`src/rtl/fcd_pkg.sv`:
```
package fcd_pkg;
    localparam int WIN_LEN = 32;
    localparam int CODE_W  = 5;
    localparam int MULT_W  = 6;
    localparam logic [1:0] ADDR_CTRL_A = 2'd0;
    localparam logic [1:0] ADDR_CTRL_B = 2'd1;
    localparam logic [1:0] ADDR_KICK   = 2'd2;
    localparam int KICK_BIT = 31;

    typedef enum logic {
        ST_IDLE    = 1'b0,
        ST_PENDING = 1'b1
    } kick_state_e;
endpackage

```
`src/rtl/fcd_regs.sv`:
```
module fcd_regs
    import fcd_pkg::*;
#(
    parameter int FIELD_OFFSET = 35
) (
    input  logic              clk,
    input  logic              rst_n,
    input  logic              wr_en,
    input  logic [1:0]        addr,
    input  logic [31:0]       wr_data,
    input  logic              busy,
    output logic [31:0]       rd_data,
    output logic [CODE_W-1:0] code,
    output logic              kick_req
);
    localparam int REG_SEL = FIELD_OFFSET / 32;
    localparam int POS     = FIELD_OFFSET % 32;
    localparam logic [1:0] SEL_ADDR = 2'(REG_SEL);

    logic [CODE_W-1:0] code_q;
    logic [31:0]       field_word;
    logic              unused_wdata;

    assign unused_wdata = ^wr_data;

    always_ff @(posedge clk or negedge rst_n) begin
        if (!rst_n) begin
            code_q <= '0;
        end else if (wr_en && addr == SEL_ADDR && !busy) begin
            code_q <= wr_data[POS +: CODE_W];
        end
    end

    assign code       = code_q;
    assign kick_req   = wr_en && (addr == ADDR_KICK) && wr_data[KICK_BIT];
    assign field_word = 32'(code_q) << POS;

    always_comb begin
        rd_data = '0;
        unique case (addr)
            ADDR_CTRL_A: rd_data = (SEL_ADDR == ADDR_CTRL_A) ? field_word : '0;
            ADDR_CTRL_B: rd_data = (SEL_ADDR == ADDR_CTRL_B) ? field_word : '0;
            ADDR_KICK:   rd_data[KICK_BIT] = busy;
            default:     rd_data = '0;
        endcase
    end


    code_locked_chk: assert property (@(posedge clk) disable iff (!rst_n)
        busy |=> $stable(code_q));
endmodule

```
`src/rtl/fcd_kick_fsm.sv`:
```
module fcd_kick_fsm
    import fcd_pkg::*;
(
    input  logic              clk,
    input  logic              rst_n,
    input  logic              kick_req,
    input  logic [CODE_W-1:0] code,
    output logic              busy,
    output logic [MULT_W-1:0] mult,
    output logic              win_last
);
    kick_state_e       state_q, state_d;
    logic [4:0]        win_cnt;
    logic [MULT_W-1:0] mult_q;
    logic              commit;

    always_ff @(posedge clk or negedge rst_n) begin
        if (!rst_n) win_cnt <= '0;
        else        win_cnt <= win_cnt + 5'd1;
    end

    assign win_last = &win_cnt;

    always_ff @(posedge clk or negedge rst_n) begin
        if (!rst_n) state_q <= ST_IDLE;
        else        state_q <= state_d;
    end

    always_comb begin
        state_d = state_q;
        unique case (state_q)
            ST_IDLE:    if (kick_req) state_d = ST_PENDING;
            ST_PENDING: if (win_last) state_d = ST_IDLE;
        endcase
    end

    assign commit = (state_q == ST_PENDING) && win_last;

    always_ff @(posedge clk or negedge rst_n) begin
        if (!rst_n)      mult_q <= MULT_W'(WIN_LEN);
        else if (commit) mult_q <= MULT_W'(WIN_LEN) - {1'b0, code};
    end

    assign busy = (state_q == ST_PENDING);
    assign mult = mult_q;


    kick_clear_at_boundary_chk: assert property (@(posedge clk) disable iff (!rst_n)
        $fell(busy) |-> $past(win_last));

    mult_only_at_boundary_chk: assert property (@(posedge clk) disable iff (!rst_n)
        !win_last |=> $stable(mult_q));

    mult_range_chk: assert property (@(posedge clk) disable iff (!rst_n)
        (mult_q >= MULT_W'(1)) && (mult_q <= MULT_W'(WIN_LEN)));
endmodule

```
`src/rtl/fcd_accum.sv`:
```
module fcd_accum
    import fcd_pkg::*;
#(
    parameter int FIXED_DIV = 2
) (
    input  logic              clk,
    input  logic              rst_n,
    input  logic [MULT_W-1:0] mult,
    input  logic              win_last,
    output logic              clk_en
);
    localparam int DCW = (FIXED_DIV > 1) ? $clog2(FIXED_DIV) : 1;

    logic [4:0]        acc_q;
    logic [MULT_W-1:0] sum;
    logic              frac_hit;
    logic              en_q;

    assign sum      = {1'b0, acc_q} + mult;
    assign frac_hit = sum[MULT_W-1];

    always_ff @(posedge clk or negedge rst_n) begin
        if (!rst_n) acc_q <= '0;
        else        acc_q <= sum[4:0];
    end

    generate
        if (FIXED_DIV == 1) begin : g_nodiv
            always_ff @(posedge clk or negedge rst_n) begin
                if (!rst_n) en_q <= 1'b0;
                else        en_q <= frac_hit;
            end
        end else begin : g_div
            logic [DCW-1:0] div_cnt;
            logic           div_last;
            assign div_last = (div_cnt == DCW'(FIXED_DIV - 1));
            always_ff @(posedge clk or negedge rst_n) begin
                if (!rst_n) begin
                    div_cnt <= '0;
                    en_q    <= 1'b0;
                end else begin
                    en_q <= frac_hit && div_last;
                    if (frac_hit) div_cnt <= div_last ? '0 : div_cnt + DCW'(1);
                end
            end

            en_spaced_chk: assert property (@(posedge clk) disable iff (!rst_n)
                en_q |=> !en_q);
        end
    endgenerate

    assign clk_en = en_q;


    acc_window_zero_chk: assert property (@(posedge clk) disable iff (!rst_n)
        win_last |=> (acc_q == 5'd0));
endmodule

```
`src/rtl/frac_clk_div.sv`:
```
module frac_clk_div
    import fcd_pkg::*;
#(
    parameter int FIELD_OFFSET = 35,
    parameter int FIXED_DIV    = 2
) (
    input  logic        clk,
    input  logic        rst_n,
    input  logic        reg_wr,
    input  logic [1:0]  reg_addr,
    input  logic [31:0] reg_wdata,
    output logic [31:0] reg_rdata,
    output logic        clk_en
);
    logic [CODE_W-1:0] code;
    logic              kick_req;
    logic              busy;
    logic [MULT_W-1:0] mult;
    logic              win_last;

    fcd_regs #(.FIELD_OFFSET(FIELD_OFFSET)) u_regs (
        .clk(clk), .rst_n(rst_n), .wr_en(reg_wr), .addr(reg_addr),
        .wr_data(reg_wdata), .busy(busy), .rd_data(reg_rdata),
        .code(code), .kick_req(kick_req)
    );

    fcd_kick_fsm u_fsm (
        .clk(clk), .rst_n(rst_n), .kick_req(kick_req), .code(code),
        .busy(busy), .mult(mult), .win_last(win_last)
    );

    fcd_accum #(.FIXED_DIV(FIXED_DIV)) u_accum (
        .clk(clk), .rst_n(rst_n), .mult(mult), .win_last(win_last),
        .clk_en(clk_en)
    );
endmodule

```
`config.mk`:
```
export PLATFORM = sky130hd
export DESIGN_NAME = frac_clk_div
export DESIGN_NICKNAME = d
export VERILOG_FILES = /design/src/rtl/fcd_pkg.sv /design/src/rtl/fcd_regs.sv /design/src/rtl/fcd_kick_fsm.sv /design/src/rtl/fcd_accum.sv /design/src/rtl/frac_clk_div.sv
export SDC_FILE = /design/constraint.sdc
export NUM_CORES = 1
export LEC_CHECK = 0
export ABC_AREA = 1
export CAP_MARGIN = 20
export CORE_MARGIN = 4
export CORE_UTILIZATION = 25
export CTS_CLUSTER_DIAMETER = 200
export DETAILED_ROUTE_END_ITERATION = 12
export PLACE_DENSITY = 0.6
export SYNTH_ARGS = -nofsm -noshare
export SYNTH_HDL_FRONTEND = slang
export SYNTH_SLANG_ARGS = --single-unit
export TNS_END_PERCENT = 10
```
`constraint.sdc`:
```
create_clock -name clk -period 1.8 [get_ports clk]
set_clock_uncertainty 0.2 [all_clocks]
set_input_delay 0.36 -clock clk [delete_from_list [all_inputs] [get_ports clk]]
set_output_delay 0.36 -clock clk [all_outputs]
set_load 0.01 [all_outputs]
```
---- Word-level counts from Yosys, hierarchy flattened ----
Cells that the tools add are included.
storage, ports and cells
  flip-flop bits (word level) ............. 24
  bits of input ports ..................... 37
  output and inout bits ................... 33
  word-level logic and storage cells ...... 28
cells by class
  $add $sub $neg .......................... 4
  eq/ne operators ......................... 2
  mux-type cells .......................... 6
  bitwise logic cells ..................... 1
  reduce and logical (&&, ||, !) cells .... 8
operators by type and width
  kind                                                  count
  two-way mux 8 bit                                     1
  adder 5 x 6 -> 6 bit                                  1
  logical AND 1 bit                                     6
  subtractor 6 x 5 -> 6 bit (first input constant)      1
  adder 5 x 1 -> 5 bit (second input constant)          1
  AND reduction 5 bit                                   1
  two-way mux 1 bit                                     4
  equality test 2 x 1 -> 1 bit (second input constant)  1
  equality test 2 bit (second input constant)           1
  one-hot mux 1 bit (2 select lines)                    1
  adder 1 bit (second input constant)                   1
  logical NOT 1 bit                                     1
  inverter 1 bit                                        1

---- Longest topological paths before layout ----
  depth in word-level cells ............... 5
  mapped depth ............................ 9
  depth with buffers taken out ............ 9

---- Hierarchy ----
A second synthesis with hierarchy kept.
unflattened totals
  cells, all modules ...................... 167
  area total of the unflattened synthesis .. 1,470.2 sq um
by module, submodules not included
  module        times used  cells each  area an instance (sq um)  sequential area each (sq um)
  fcd_kick_fsm  1           58          554.3                     301.5
  fcd_regs      1           68          488.0                     125.1
  fcd_accum     1           41          427.9                     175.2

---- Worst setup path before layout ----
No wires, ideal clock.
  path kind ............................... register -> register
  from .................................... reg u_fsm.win_cnt[0]
  to ...................................... reg u_fsm.mult_q[4] (netlist: u_fsm.mult[4])
  setup time .............................. 0.082 ns
  arrival ................................. 1.324 ns
  data required time ...................... 1.518 ns
  setup slack ............................. 0.194 ns
  stages on the path, launching flop included .. 10
  path buffers ............................ 0
  period minus slack after synthesis ...... 1.606 ns
  cell sequence ........................... dfrtp_1 > ha_1 > nand2_1 > nor2_1 > ha_1 > nand2_1 > inv_2 > nand2_1 > o22ai_1 > a31oi_1
on the way
  word-level cells in the longest chain between the ends .. 2
RTL lines
  element                   line                RTL
  start: declaration        fcd_kick_fsm.sv:13  logic [4:0] win_cnt;
  start signal: assignment  fcd_kick_fsm.sv:19  else win_cnt <= win_cnt + 5'd1;
  AND reduction 5 bit       fcd_kick_fsm.sv:22  assign win_last = &win_cnt;
  logical AND 1 bit         fcd_kick_fsm.sv:37  assign commit = (state_q == ST_PENDING) && win_last;
  end signal: assignment    fcd_kick_fsm.sv:40  if (!rst_n) mult_q <= MULT_W'(WIN_LEN);
  end signal: assignment    fcd_kick_fsm.sv:41  else if (commit) mult_q <= MULT_W'(WIN_LEN) - {1'b0, code};
  end: declaration          fcd_kick_fsm.sv:14  logic [MULT_W-1:0] mult_q;
No other way between the ends.
A chain may end at the register's enable or synchronous reset.

---- Worst setup path after layout ----
  from .................................... reg u_fsm.mult_q[0] (netlist: u_fsm.mult[0])
  to ...................................... reg u_accum.acc_q[4]
on the way
  word-level cells in the longest chain between the ends .. 1
RTL lines
  element                 line             RTL
  adder 5 x 6 -> 6 bit    fcd_accum.sv:19  assign sum = {1'b0, acc_q} + mult;
  net u_accum.sum[4]      fcd_accum.sv:15  logic [MULT_W-1:0] sum;
  end signal: assignment  fcd_accum.sv:24  else acc_q <= sum[4:0];
  end: declaration        fcd_accum.sv:14  logic [4:0] acc_q;
The timed path passes the listed nets, and every way through them passes these cells.

==> Flow_metrics.wiki <==
{| class="wikitable"
! Metric !! Value
|-
| Maximum resistive drop on vdd || 0.498 mV
|-
| Share of the clock period used by the worst path || 93.2%
|-
| Register Area || 602 um2
|-
| Final slew viol count || 0
|-
| Worst Path Arrival || 1.63 ns
|-
| Worst slack at placement || -0.499 ns
|-
| Critical path, cell by cell || ha_1 -> fa_1 -> nand3_1 -> nand2_1 -> xor2_1
|-
| Number of flops mapped to enable cells by yosys || 0
|-
| Post-route total power || 1.25 mW
|-
| Summed negative setup slack over all endpoints || 0 ns
|-
| Power per cell area || 752 mW/mm2
|-
| Layout overhead on the synthesized area || 22.8%
|-
| Required time of the critical path || 1.75 ns
|-
| Post-DR wirelength/cell || 9.61 um
|-
| Capturing element type of the critical path || flop
|-
| Maximum root-to-sink buffer count || 2
|-
| Finished layout cell area || 0.00166 mm2
|-
| Setup repair after global routing missed its margin || no
|-
| Upper clock frequency limit || 596 MHz
|-
| CTS Sinks || 24
|-
| Portion of the post-synthesis area used by sequential elements || 44.5%
|-
| Violation count after the first detailed-route iteration || 13
|-
| Vertical die dimension || 81.6 um
|-
| Number of synthesized register bits || 24
|-
| Cell taking the most area after synthesis || dfrtp_1
|-
| Number of global-route vias before repair || 900
|-
| Critical path depth in cells || 5
|-
| Count of inserted antenna diode cells || 0
|-
| Category of cells accounting for the largest share of critical-path delay || adder cells
|-
| Number of inserted filler cells in the final layout || 561
|-
| GRT Total Usage || 7.44%
|-
| Placement-stage cell area || 0.00157 mm2
|-
| Wire length of the first global-routing pass || 3920 um
|-
| Worst Path Class, Setup || reg2reg
|-
| Share of cells above drive strength 1 || 23.2%
|-
| Chip Width || 81.6 um
|-
| DRC violation count after routing || 0
|-
| Worst path max stage delay || 0.41 ns
|-
| Flip-flop cell with the highest count after synthesis || dfrtp_1
|-
| Routability congestion estimate from global placement || 0.731
|-
| Commonest cells post-synth || buf_4 (26), dfrtp_1 (23), nand2_1 (16)
|-
| TritonCTS buffer count || 3
|-
| Clk Latency, worst-skew pair || 0.27 ns
|-
| Share of async-settable or async-resettable flops after synthesis || 100%
|-
| Critical Path Slowest Stage Cell || fa_1
|-
| Critical Path Source Type || flop
|-
| Count leader, synth || buf_4
|-
| H-tree Lvls || 1
|-
| Yosys Warn Count || 0
|-
| Cell leakage power || 0.862 nW
|-
| Distinct cells, synth || 24
|-
| Maximum number of pins on one net before global-route repair || 25
|-
| Floorplan core area || 0.00517 mm2
|-
| Sum of net half-perimeters after detailed placement || 1840 um
|-
| Setup slack on the worst flop-to-flop path || 0.12 ns
|-
| Row count || 26
|-
| Depth of the most critical reg-to-reg path || 5
|-
| Worst hold-check path type || in2async
|-
| Die ar. || 0.00666 mm2
|-
| Netlist area before placement || 0.00135 mm2
|-
| Tightest hold margin || 0.248 ns
|-
| Max Cap Violations || 0
|-
| Count of boundary I/O pins || 70
|-
| Minimum period implied by the final worst setup slack || 1.68 ns
|-
| Multi-input combinational cell area || 614 um2
|-
| Clock-pin slew of the registers on the worst-case setup and hold paths || 0.09 ns
|-
| Clock tree from TritonCTS || done
|-
| Mean instance size in the synthesized netlist || 9.34 um2
|-
| Sum of routed wire length over all layers || 2370 um
|-
| Final number of setup-violating endpoints || 0
|-
| Root Buffer Master || clkbuf_8
|-
| Port Buf Inserts || 17
|-
| Share of Yosys cell area claimed by the top area cell type || 42.5%
|-
| Via density || 3.81
|-
| Leading cell types by total area after synthesis || dfrtp_1 (43%), buf_4 (14%), ha_1 (7.4%)
|-
| Vias || 940
|-
| Final worst slack || 0.122 ns
|-
| Worst Path Max Fanout || 3
|-
| DR pass1 iterations || 4
|-
| Initial core utilization || 26.2%
|-
| Bufs and invs on worst path || 0
|-
| Post-Syn Instances || 145
|-
| Net count reported at finish || 224
|-
| Total global routing overflow || 0
|-
| Final number of hold-violating endpoints || 0
|-
| Post-detailed-route count of antenna-violating nets || 0
|-
| Run status || completed
|-
| Hold-fix buffer count after cts || 0
|-
| Antenna violations before repair || 0
|}
-- cells in the final DEF (no fill, tap or decap) --
cell type / instances
conb_1: 26
dfrtp_1: 23
nand2_1: 16
inv_1: 12
buf_4: 12
nor2_1: 10
clkdlybuf4s50_1: 9
a21oi_1: 8
ha_1: 8
nand2_2: 6
buf_2: 6
nand3_1: 5
xor2_1: 4
a31oi_1: 3
inv_2: 3
nor2_2: 3
nand4_1: 3
clkbuf_8: 3
a21oi_2: 2
o22ai_1: 2
o21ai_0: 2
xnor2_1: 1
nor2_4: 1
nand3_2: 1
nand4_2: 1
nand3_4: 1
o21ai_1: 1
fa_1: 1
bufinv_16: 1
dlymetal6s2s_1: 1
dlygate4sd2_1: 1
dfstp_2: 1
-- logic make-up after synthesis --
logic type	count (synthesis)	share of synthesized area (%)
and+or+nand+nor	47	16.9
buffers and inverters	41	18.6
DFF	24	44.5
AOI/OAI and AO/OA	18	7.67
adders and majority gates	9	8.87
xor gates and xnor gates	5	3.23
other	1	0.277
-- power breakdown --
part           total, mW  internal (mW)  switching (mW)
registers          0.577          0.567         0.00997
clock network      0.468          0.297           0.171
logic              0.205         0.0821           0.123
-- worst paths after layout --
kind | startpoint | to
min reg2reg | u_fsm.win_cnt[0] | u_fsm.win_cnt[0]
min | rst_n | u_fsm.win_cnt[4]
max in group asynchronous | rst_n | u_fsm.mult[5]
max | u_fsm.mult[0] | u_accum.acc_q[4]
max reg2reg | u_fsm.mult[0] | u_accum.acc_q[4]
min in group clk | u_fsm.win_cnt[0] | u_fsm.win_cnt[0]
-- metal layers --
layer,part of all wire [%],track usage [%]
met3,7.0,1.75
met4,0,1.99
met2,50,13.7
met5,0,0
met1,43,8.58
-- repair_timing --
action	CTS	global route
pin swaps	1	2
setup buffers	4	0
hold endpoints to repair	0	0
endpoints found under the setup margin	6	11
resized for setup	28	5
-- per-stage QoR --
step,std cells,util [%]
4_1_cts,247,31.9
3_5_place_dp,239,30.4
2_1_floorplan,170,-
6_report,247,32.1
5_1_grt,247,32.1
3_3_place_gp,239,30.4
-- final cells by class --
cell class | count | share of cell area [%]
flip-flops and latches | 24 | 36.2
repair buffers | 29 | 13.9
multi-input cells | 105 | 36.9
clock buffers | 3 | 2.48
inverters | 15 | 3.39
clock inverters | 1 | 1.81
well taps | 70 | 5.27
-- sequential cells by signal, summed over array words and instances, names as in the netlist --
name                   count
u_fsm.win_cnt              5
u_fsm.busy                 1
u_accum.g_div.div_cnt      1
u_accum.acc_q              5
u_regs.code                5
u_fsm.mult                 6
u_accum.clk_en             1
(Power assumes the default switching activity.)
